## src/rtl/qenc_pkg.sv

```systemverilog
package qenc_pkg;

    localparam int ADDR_W       = 3;
    localparam int CTRL_RUN_BIT = 0;
    localparam int CTRL_PRE_BIT = 1;
    localparam int CTRL_DIR_BIT = 4;

    typedef enum logic [1:0] {
        MODE_FREE = 2'd0,
        MODE_X2A  = 2'd1,
        MODE_X2B  = 2'd2,
        MODE_X4   = 2'd3
    } cnt_mode_e;

    typedef enum logic [ADDR_W-1:0] {
        REG_CTRL  = 3'd0,
        REG_MODE  = 3'd1,
        REG_COUNT = 3'd2,
        REG_CEIL  = 3'd3,
        REG_EVENT = 3'd4
    } reg_addr_e;

    typedef enum logic [1:0] {
        PH_00 = 2'b00,
        PH_01 = 2'b01,
        PH_11 = 2'b11,
        PH_10 = 2'b10
    } phase_e;

    typedef enum logic [1:0] {
        TR_NONE,
        TR_FWD,
        TR_REV,
        TR_BAD
    } quad_tr_e;

endpackage

```

## src/rtl/qenc_sync.sv

```systemverilog
module qenc_sync #(
    parameter int N      = 2,
    parameter int STAGES = 2
) (
    input  logic         clk,
    input  logic         rst_n,
    input  logic [N-1:0] d_in,
    output logic [N-1:0] d_out
);

    genvar gi;
    generate
        for (gi = 0; gi < N; gi++) begin : g_bit
            logic [STAGES-1:0] shreg;
            always_ff @(posedge clk or negedge rst_n) begin
                if (!rst_n) begin
                    shreg <= '0;
                end else begin
                    shreg <= {shreg[STAGES-2:0], d_in[gi]};
                end
            end
            assign d_out[gi] = shreg[STAGES-1];
        end
    endgenerate

endmodule

```

## src/rtl/qenc_decode.sv

```systemverilog
module qenc_decode
    import qenc_pkg::*;
(
    input  logic      clk,
    input  logic      rst_n,
    input  logic      a_s,
    input  logic      b_s,
    input  cnt_mode_e mode,
    output logic      step,
    output logic      down
);

    phase_e   phase_q;
    quad_tr_e tr;
    logic [1:0] cur;
    logic [1:0] prev;
    logic a_moved;
    logic b_moved;
    logic legal;

    assign cur     = {a_s, b_s};
    assign prev    = phase_q;
    assign a_moved = prev[1] ^ a_s;
    assign b_moved = prev[0] ^ b_s;

    // State register: phase follows the sampled pair
    always_ff @(posedge clk or negedge rst_n) begin
        if (!rst_n) begin
            phase_q <= PH_00;
        end else begin
            phase_q <= phase_e'(cur);
        end
    end

    // Transition classification
    always_comb begin
        tr = TR_NONE;
        unique case (phase_q)
            PH_00: begin
                if (cur == 2'b10)      tr = TR_FWD;
                else if (cur == 2'b01) tr = TR_REV;
                else if (cur == 2'b11) tr = TR_BAD;
            end
            PH_10: begin
                if (cur == 2'b11)      tr = TR_FWD;
                else if (cur == 2'b00) tr = TR_REV;
                else if (cur == 2'b01) tr = TR_BAD;
            end
            PH_11: begin
                if (cur == 2'b01)      tr = TR_FWD;
                else if (cur == 2'b10) tr = TR_REV;
                else if (cur == 2'b00) tr = TR_BAD;
            end
            PH_01: begin
                if (cur == 2'b00)      tr = TR_FWD;
                else if (cur == 2'b11) tr = TR_REV;
                else if (cur == 2'b10) tr = TR_BAD;
            end
            default: tr = TR_NONE;
        endcase
    end

    assign legal = (tr == TR_FWD) || (tr == TR_REV);

    // Outputs: mode filters which input edges produce a step
    always_comb begin
        step = 1'b0;
        down = 1'b0;
        unique case (mode)
            MODE_FREE: begin
                step = 1'b1;
                down = 1'b0;
            end
            MODE_X2A: begin
                step = legal && a_moved;
                down = (tr == TR_REV);
            end
            MODE_X2B: begin
                step = legal && b_moved;
                down = (tr == TR_REV);
            end
            MODE_X4: begin
                step = legal;
                down = (tr == TR_REV);
            end
            default: begin
                step = 1'b0;
                down = 1'b0;
            end
        endcase
    end

    AST_X2A_IGNORES_B: assert property (@(posedge clk) disable iff (!rst_n)
        (mode == MODE_X2A && !a_moved) |-> !step);
    AST_X2B_IGNORES_A: assert property (@(posedge clk) disable iff (!rst_n)
        (mode == MODE_X2B && !b_moved) |-> !step);

endmodule

```

## src/rtl/qenc_regs.sv

```systemverilog
module qenc_regs
    import qenc_pkg::*;
#(
    parameter int CNT_W = 16
) (
    input  logic              clk,
    input  logic              rst_n,
    input  logic              wr_en,
    input  logic [ADDR_W-1:0] addr,
    input  logic [CNT_W-1:0]  wdata,
    input  logic              wrap_evt,
    output logic              run_q,
    output logic              pre_q,
    output cnt_mode_e         mode_q,
    output logic [CNT_W-1:0]  ceil_sh_q,
    output logic [CNT_W-1:0]  ceil_act_q,
    output logic              cnt_wr
);

    localparam logic [CNT_W-1:0] CEIL_MAX = '1;

    logic ctrl_wr;
    logic mode_wr;
    logic ceil_wr;
    logic sw_evt;
    logic upd_evt;

    assign ctrl_wr = wr_en && (addr == REG_CTRL);
    assign mode_wr = wr_en && (addr == REG_MODE);
    assign ceil_wr = wr_en && (addr == REG_CEIL);
    assign cnt_wr  = wr_en && (addr == REG_COUNT);
    assign sw_evt  = wr_en && (addr == REG_EVENT) && wdata[0];
    assign upd_evt = sw_evt || wrap_evt;

    always_ff @(posedge clk or negedge rst_n) begin
        if (!rst_n) begin
            run_q  <= 1'b0;
            pre_q  <= 1'b0;
            mode_q <= MODE_FREE;
        end else begin
            if (ctrl_wr) begin
                run_q <= wdata[CTRL_RUN_BIT];
                pre_q <= wdata[CTRL_PRE_BIT];
            end
            if (mode_wr) begin
                mode_q <= cnt_mode_e'(wdata[1:0]);
            end
        end
    end

    always_ff @(posedge clk or negedge rst_n) begin
        if (!rst_n) begin
            ceil_sh_q  <= CEIL_MAX;
            ceil_act_q <= CEIL_MAX;
        end else begin
            if (ceil_wr) begin
                ceil_sh_q <= wdata;
            end
            if (ceil_wr && !pre_q) begin
                ceil_act_q <= wdata;
            end else if (upd_evt) begin
                ceil_act_q <= ceil_sh_q;
            end
        end
    end

    AST_PRELOAD_HOLD: assert property (@(posedge clk) disable iff (!rst_n)
        (pre_q && !upd_evt) |=> $stable(ceil_act_q));
    AST_CEIL_DIRECT: assert property (@(posedge clk) disable iff (!rst_n)
        (ceil_wr && !pre_q) |=> (ceil_act_q == $past(wdata)));
    AST_SW_EVENT_LOAD: assert property (@(posedge clk) disable iff (!rst_n)
        (sw_evt && !ceil_wr) |=> (ceil_act_q == $past(ceil_sh_q)));

endmodule

```

## src/rtl/qenc_core.sv

```systemverilog
module qenc_core #(
    parameter int CNT_W = 16
) (
    input  logic             clk,
    input  logic             rst_n,
    input  logic             run,
    input  logic             step,
    input  logic             down,
    input  logic [CNT_W-1:0] ceil_act,
    input  logic             cnt_wr,
    input  logic [CNT_W-1:0] wr_val,
    output logic [CNT_W-1:0] cnt_q,
    output logic             dir_q,
    output logic             wrap_evt
);

    logic take_step;
    logic at_top;
    logic at_bottom;

    assign take_step = run && step && !cnt_wr;
    assign at_top    = (cnt_q >= ceil_act);
    assign at_bottom = (cnt_q == '0);
    assign wrap_evt  = take_step && (down ? at_bottom : at_top);

    always_ff @(posedge clk or negedge rst_n) begin
        if (!rst_n) begin
            cnt_q <= '0;
            dir_q <= 1'b0;
        end else if (cnt_wr) begin
            if (wr_val <= ceil_act) begin
                cnt_q <= wr_val;
            end
        end else if (take_step) begin
            dir_q <= down;
            if (down) begin
                cnt_q <= at_bottom ? ceil_act : cnt_q - 1'b1;
            end else begin
                cnt_q <= at_top ? '0 : cnt_q + 1'b1;
            end
        end
    end

    AST_FREEZE: assert property (@(posedge clk) disable iff (!rst_n)
        (!run && !cnt_wr) |=> ($stable(cnt_q) && $stable(dir_q)));
    AST_UP_WRAP: assert property (@(posedge clk) disable iff (!rst_n)
        (run && step && !down && !cnt_wr && cnt_q >= ceil_act) |=> (cnt_q == '0));
    AST_DOWN_WRAP: assert property (@(posedge clk) disable iff (!rst_n)
        (run && step && down && !cnt_wr && cnt_q == '0) |=> (cnt_q == $past(ceil_act)));
    AST_REJECT_HIGH: assert property (@(posedge clk) disable iff (!rst_n)
        (cnt_wr && wr_val > ceil_act) |=> $stable(cnt_q));

endmodule

```

## src/rtl/qenc_counter.sv

```systemverilog
module qenc_counter
    import qenc_pkg::*;
#(
    parameter int CNT_W = 16
) (
    input  logic              clk,
    input  logic              rst_n,
    input  logic              wr_en,
    input  logic [ADDR_W-1:0] addr,
    input  logic [CNT_W-1:0]  wdata,
    output logic [CNT_W-1:0]  rdata,
    input  logic              qa_in,
    input  logic              qb_in
);

    localparam int SYNC_STAGES = 2;

    logic [1:0]       ab_s;
    logic             run_q;
    logic             pre_q;
    cnt_mode_e        mode_q;
    logic [CNT_W-1:0] ceil_sh_q;
    logic [CNT_W-1:0] ceil_act_q;
    logic             cnt_wr;
    logic             step;
    logic             down;
    logic [CNT_W-1:0] cnt_q;
    logic             dir_q;
    logic             wrap_evt;

    qenc_sync #(.N(2), .STAGES(SYNC_STAGES)) u_sync (
        .clk   (clk),
        .rst_n (rst_n),
        .d_in  ({qa_in, qb_in}),
        .d_out (ab_s)
    );

    qenc_decode u_decode (
        .clk   (clk),
        .rst_n (rst_n),
        .a_s   (ab_s[1]),
        .b_s   (ab_s[0]),
        .mode  (mode_q),
        .step  (step),
        .down  (down)
    );

    qenc_regs #(.CNT_W(CNT_W)) u_regs (
        .clk        (clk),
        .rst_n      (rst_n),
        .wr_en      (wr_en),
        .addr       (addr),
        .wdata      (wdata),
        .wrap_evt   (wrap_evt),
        .run_q      (run_q),
        .pre_q      (pre_q),
        .mode_q     (mode_q),
        .ceil_sh_q  (ceil_sh_q),
        .ceil_act_q (ceil_act_q),
        .cnt_wr     (cnt_wr)
    );

    qenc_core #(.CNT_W(CNT_W)) u_core (
        .clk      (clk),
        .rst_n    (rst_n),
        .run      (run_q),
        .step     (step),
        .down     (down),
        .ceil_act (ceil_act_q),
        .cnt_wr   (cnt_wr),
        .wr_val   (wdata),
        .cnt_q    (cnt_q),
        .dir_q    (dir_q),
        .wrap_evt (wrap_evt)
    );

    always_comb begin
        rdata = '0;
        unique case (addr)
            REG_CTRL: begin
                rdata[CTRL_RUN_BIT] = run_q;
                rdata[CTRL_PRE_BIT] = pre_q;
                rdata[CTRL_DIR_BIT] = dir_q;
            end
            REG_MODE:  rdata[1:0] = mode_q;
            REG_COUNT: rdata = cnt_q;
            REG_CEIL:  rdata = ceil_sh_q;
            default:   rdata = '0;
        endcase
    end

    AST_BOTH_FLIP_NO_STEP: assert property (@(posedge clk) disable iff (!rst_n)
        (mode_q != MODE_FREE && ab_s[1] != $past(ab_s[1]) && ab_s[0] != $past(ab_s[0]) && !cnt_wr)
        |=> $stable(cnt_q));
    AST_FREE_DIR_UP: assert property (@(posedge clk) disable iff (!rst_n)
        (mode_q == MODE_FREE && run_q && !cnt_wr) |=> !dir_q);

endmodule

```

## config.mk

```make
export PLATFORM = sky130hd
export DESIGN_NAME = qenc_counter
export DESIGN_NICKNAME = d
export VERILOG_FILES = /design/src/rtl/qenc_pkg.sv /design/src/rtl/qenc_sync.sv /design/src/rtl/qenc_decode.sv /design/src/rtl/qenc_regs.sv /design/src/rtl/qenc_core.sv /design/src/rtl/qenc_counter.sv
export SDC_FILE = /design/constraint.sdc
export NUM_CORES = 1
export LEC_CHECK = 0
export ABC_AREA = 1
export BUFFER_PORTS_ARGS = -buffer_cell sky130_fd_sc_hd__buf_2
export CAP_MARGIN = 20
export CORE_ASPECT_RATIO = 1.2
export CORE_UTILIZATION = 40
export DETAILED_ROUTE_END_ITERATION = 12
export HOLD_SLACK_MARGIN = 0.1
export SLEW_MARGIN = 0
export SYNTH_ARGS = -nofsm -noshare
export SYNTH_HDL_FRONTEND = slang
export SYNTH_SLANG_ARGS = --single-unit
```

## constraint.sdc

```tcl
create_clock -name clk -period 6.09 [get_ports clk]
set_input_delay 0.609 -clock clk [delete_from_list [all_inputs] [get_ports clk]]
set_output_delay 0.609 -clock clk [all_outputs]
set_load 0.02 [all_outputs]
```

[After elaboration in Yosys (flattened, before gate mapping)]
Cells that the tools add are included.
Operators by class
  equal/unequal tests: 16
  order comparisons: 2
  bitwise gates (word level): 3
  add/subtract/negate cells: 2
  reduce and logical (&&, ||, !) cells: 26
  muxes and demuxes: 28
Operator list (count)
  $mux W16: 8
  $mux W2: 12
  $pmux W11 S2: 1
  $add A16 B1 Y16 const B: 1
  $ge A16 B16 Y1: 1
  $le A16 B16 Y1: 1
  $logic_not A16 Y1: 1
  $pmux W2 S4: 2
  $sub A16 B1 Y16 const B: 1
  $eq A2 B2 Y1 const B: 7
  $logic_and A1 B1 Y1: 12
  $eq A2 B1 Y1 const B: 4
  $eq A3 B2 Y1 const B: 2
  $logic_not A2 Y1: 3
  $pmux W1 S4: 1
  $pmux W2 S2: 1
  $reduce_and A2 Y1: 2
  $reduce_bool A2 Y1: 2
  $eq A3 B1 Y1 const B: 1
  $eq A3 B3 Y1 const B: 1
  $logic_not A3 Y1: 1
  $pmux W1 S3: 1
  $reduce_or A3 Y1: 1
  $logic_not A1 Y1: 2
  other kinds (6): 8
Storage, ports and cells
  register bits after elaboration: 59
  input port bits: 24
  word-level logic and storage cells: 87
  output and inout bits: 16

[Logic depth before layout (Yosys ltp)]
  depth after elaboration: 15
  mapped depth: 18
  depth with buffers taken out: 18

[Hierarchy]
Synthesis repeated with hierarchy kept, for this count alone.
Second synthesis, totals
  cells, all modules: 832
  area total of the unflattened synthesis: 5597.9 µm²
Modules (own cells, without submodules)
  qenc_core: area each 3035.4 µm², seq. area each 425.4 µm², instances 1, cells an instance 501
  qenc_regs: area each 1803.0 µm², seq. area each 940.9 µm², instances 1, cells an instance 218
  qenc_counter: area each 416.6 µm², seq. area each 0.0 µm², instances 1, cells an instance 71
  qenc_decode: area each 227.7 µm², seq. area each 50.0 µm², instances 1, cells an instance 36
  qenc_sync: area each 115.1 µm², seq. area each 100.1 µm², instances 1, cells an instance 6

[Worst setup path after synthesis]
OpenSTA, ideal clock, no wires.
  path kind: input to output
  start: input addr[1]
  end: output rdata[10]
  arrival: 1.557 ns
  required time: 5.481 ns
  stages: 7
  path slack: 3.924 ns
  path buffers: 1
  path through: inv_1 > nor2_4 > nand2_4 > inv_1 > clkbuf_1 > nand2_1 > o21ai_0
On the way
  longest elaborated chain between the ends: 2
  elaborated cells on any way between the ends: 3
  classes of those cells: eq/ne (2); mux (1)
RTL lines
  start, declared: RTL line qenc_counter.sv:9  | input logic [ADDR_W-1:0] addr,
  $eq A3 B2 Y1: RTL line qenc_counter.sv:79  | unique case (addr)
  $pmux W11 S2 (*): RTL line qenc_counter.sv:79
  end, declared: RTL line qenc_counter.sv:11  | output logic [CNT_W-1:0] rdata,
Mark *: on every way between the ends. The rest lies on a longest branch, timed or not.

[Worst setup path in the final report]
  start: register u_regs.ceil_act_q[15]
  end: register u_regs.ceil_act_q[14]
On the way
  longest elaborated chain between the ends: 5
RTL lines
  start, declared: RTL line qenc_regs.sv:16  | output logic [CNT_W-1:0] ceil_act_q,
  start signal, assigned: RTL line qenc_regs.sv:60  | ceil_act_q <= wdata;
  start signal, assigned: RTL line qenc_regs.sv:62  | ceil_act_q <= ceil_sh_q;
  $ge A16 B16 Y1: RTL line qenc_core.sv:22  | assign at_top = (cnt_q >= ceil_act);
  $mux W1: RTL line qenc_core.sv:24  | assign wrap_evt = take_step && (down ? at_bottom : at_top);
  $logic_and A1 B1 Y1: RTL line qenc_core.sv:24
  $logic_or A1 B1 Y1: RTL line qenc_regs.sv:33  | assign upd_evt = sw_evt || wrap_evt;
  $reduce_bool A2 Y1 (no line)
No other way between the ends.
A chain may end at the register's enable or synchronous reset.

==> key figures <==
Outcome
  – Run status: completed

Yosys
  – Xor and xnor area share after synthesis: 0.02055
  – Synth top area share: 0.1967
  – Ys async rst share: 1.000
  – Synth Warn #: 0
  – Mapped Nets: 816
  – Area contributors post-synth: nand2_1 20%, dfstp_2 16%, dfrtp_1 13%
  – Post-Synth Adder-Cell Area: 0.09787
  – Simple-gate portion of the synthesized area: 0.3827
  – Syn Area/Cell: 6.800 um^2
  – Mux share of post-synthesis cell area: 0
  – Post-synth EDFFs: 0
  – Largest family of logic cells by synthesized area: simple AND/OR/NAND/NOR gates
  – Mapped Area: 5114 um^2
  – Seq cells post-synth: 59
  – Synth area leader: nand2_1
  – Post-Syn Instances: 752
  – Synth cell types: 41
  – Register area share after synthesis: 0.2966
  – Fraction of the mapped netlist area in compound gates: 0.1057
  – Synth Flop Type: dfstp_2

Worst hold path
  – HP Class: reg -> reg
  – Hold depth: 0
  – Hold Path Origin: u_sync.g_bit[1].shreg[0]
  – Hold endpoint: u_sync.g_bit[1].shreg[1]

Final layout
  – Commonest cells after routing, fill and taps aside: 268 x nand2_1, 88 x inv_1, 71 x nand3_1
  – Commonest non-fill, non-tap cell in the layout: nand2_1
  – Area delta synth->final: 11.30%
  – Ant diodes: 0
  – Layout cell share with drive strength beyond 1: 0.1603
  – Number of nets in the layout: 845

GRT
  – GR Overflow Total: 0
  – Largest net degree at the start of global routing: 60
  – Initial antenna violation count: 0
  – Vias in the first global route: 4811
  – First-pass GRT wire length: 25180 um
  – Gr usage total: 0.2455

Clocking
  – Postcts setup bufs: 0
  – H-tree levels: 3
  – Cts hold-fix bufs: 0
  – Clk slew on worst S/H paths: 0.06 ns
  – Post-CTS sizing: 0
  – CTS tree: done
  – Maximum root-to-sink buffer count: 2
  – Clk_lat worst skew: 0.34 ns
  – Clk sinks: 59
  – CTS Buf Count: 9
  – Root Driver: clkbuf_16

Critical path
  – Critical path's most frequent cell: nand2_1
  – Arrival time worst endpoint: 3.20 ns
  – Worst reg2reg startpoint: u_regs.ceil_act_q[15]
  – Crit path cell chain: inv_1 -> ha_1 -> nand2_1 -> nor4_2 -> nand2_1 -> nand2_1 -> nand4_4 -> nand2_4 -> nand2_1 -> nand2_1
  – R2r setup slk: 3.17 ns
  – CP Class: reg -> reg
  – Max stage delay on crit path: 0.53 ns
  – Worst Reg-to-Reg Cells: 10
  – CP startpoint kind: flop
  – WP data required: 6.37 ns
  – Reg2reg end: u_regs.ceil_act_q[14]
  – CP Capture Type: flop
  – CP max stage cell: dfstp_2
  – Worst-path fanout max: 17

Power and ir drop
  – Static Leak: 2.950 nW
  – VDD IR max: 0.0001738 V
  – Power per Cell Area: 458.8 nW/um^2
  – Total Power: 2.611 mW

Timing
  – Period minus WS final: 2.923 ns
  – Worst Skew: 0.004802 ns
  – Final setup vio count: 0
  – Period utilization: 0.4800
  – Worst slew pin tran: 0.7697 ns
  – Sum of negative setup slack: 0 ns
  – Fin. max-slew vios: 0
  – Unrepaired setup endpoints after global routing: no
  – Max Clk Rate: 342.1 MHz
  – Max transition margin: 0.4869
  – Final hold violations: 0

Die
  – Die Area: 13240 um^2
  – Die Ht: 125.9 um
  – Standard-cell rows: 44
  – Number of top-level pins: 40
  – Core area: 12280 um^2
  – Initial Util: 0.4165
  – Die width: 105.2 um

Detailed routing
  – WL/cell: 16.33 um
  – Post-route ant nets: 0
  – Router iterations before antenna repair: 5
  – Vias per cell: 5.317
  – Via count: 5035
  – Detailed Route WL: 15470 um
  – Initial DRC count: 295
  – # DRC: 0

Placed design
  – DPL Wire Length: 11820 um
  – Buffers added on ports: 39
  – GP Congestion: 0.9118

Run
  – Max-cap violations: 0
state kept, by name (all words and copies together), names as in the netlist:
signal,cells
u_core.cnt_q,16
u_regs.ceil_act_q,16
u_regs.ceil_sh_q,16
u_sync.g_bit.shreg,4
u_decode.phase_q,2
u_regs.mode_q,2
u_core.dir_q,1
u_regs.pre_q,1
u_regs.run_q,1
synthesized netlist by cell type (all sizes together) (4+ instances only):
| cell | n |
|---|---|
| nand3b | 4 |
| nand4 | 7 |
| ha | 40 |
| clkbuf | 6 |
| dfrtp | 27 |
| nand3 | 73 |
| buf | 16 |
| o21ai | 67 |
| inv | 94 |
| a21oi | 16 |
| xor2 | 11 |
| dfstp | 32 |
| nand2 | 276 |
| nor2 | 61 |
per-layer routing:
| metal | GRT usage | vias to the layer above | routed length (um) |
|---|---|---|---|
| met3 | 0.03727 | 32 | 850 |
| met1 | 0.3210 | 2363 | 6879 |
| li1 | - | 2479 | - |
| met4 | 0.08368 | 0 | 386 |
| met2 | 0.4122 | 161 | 7349 |
| met5 | 0 | - | 0 |
cell families after synthesis:
family / count (synthesis)
adders and majority gates: 40
AOI/OAI and AO/OA: 97
and+or+nand+nor: 428
DFF: 59
xor gates and xnor gates: 12
buffers and inverters: 116
area by class of cell:
cell class	count	area, um^2
Multi-Input combinational cell	577	3103
Fill cell	1276	6585
Sequential cell	59	1516
Timing Repair Buffer	40	202.7
Clock inverter	6	71.32
Inverter	94	357.8
Clock buffer	10	239.0
Tap cell	161	201.4
critical path, delay by kind of cell (launching register included):
| family | cells | cell delay [ns] |
|---|---|---|
| and+or+nand+nor | 8 | 1.96 |
| adders and majority gates | 1 | 0.30 |
| DFF | 1 | 0.53 |
| buffers and inverters | 1 | 0.07 |
stage by stage:
step / std cells / setup WS, ns / hold slack (ns) / area [um^2] / utilization
detailed placement: 931 / 3.186 / 0.3373 / 5381 / 0.4383
CTS: 947 / 3.190 / 0.3510 / 5692 / 0.4636
global route: 947 / 3.000 / 0.3520 / 5692 / 0.4636
global placement: 931 / 3.149 / 0.3337 / 5381 / 0.4383
finish: 947 / 3.167 / 0.3478 / 5692 / 0.4636
floorplan: 752 / 3.924 / 0.3134 / 5114 / -
where the power goes:
part / switching, mW / internal [mW]
sequential: 0.187 / 0.552
clock: 0.210 / 0.332
combinational: 0.871 / 0.460
how the worst max path moves through the flow:
stage / from / cells past startpoint / end
after floorplan: addr[1] / 7 / rdata[10]
after global placement: u_regs.ceil_act_q[15] / 10 / u_regs.ceil_act_q[14]
after detailed placement: u_regs.ceil_act_q[15] / 10 / u_regs.ceil_act_q[14]
after CTS: u_regs.ceil_act_q[15] / 10 / u_regs.ceil_act_q[14]
after global routing: u_regs.ceil_act_q[15] / 10 / u_regs.ceil_act_q[1]
final: u_regs.ceil_act_q[15] / 10 / u_regs.ceil_act_q[14]
(Power assumes the default switching activity.)
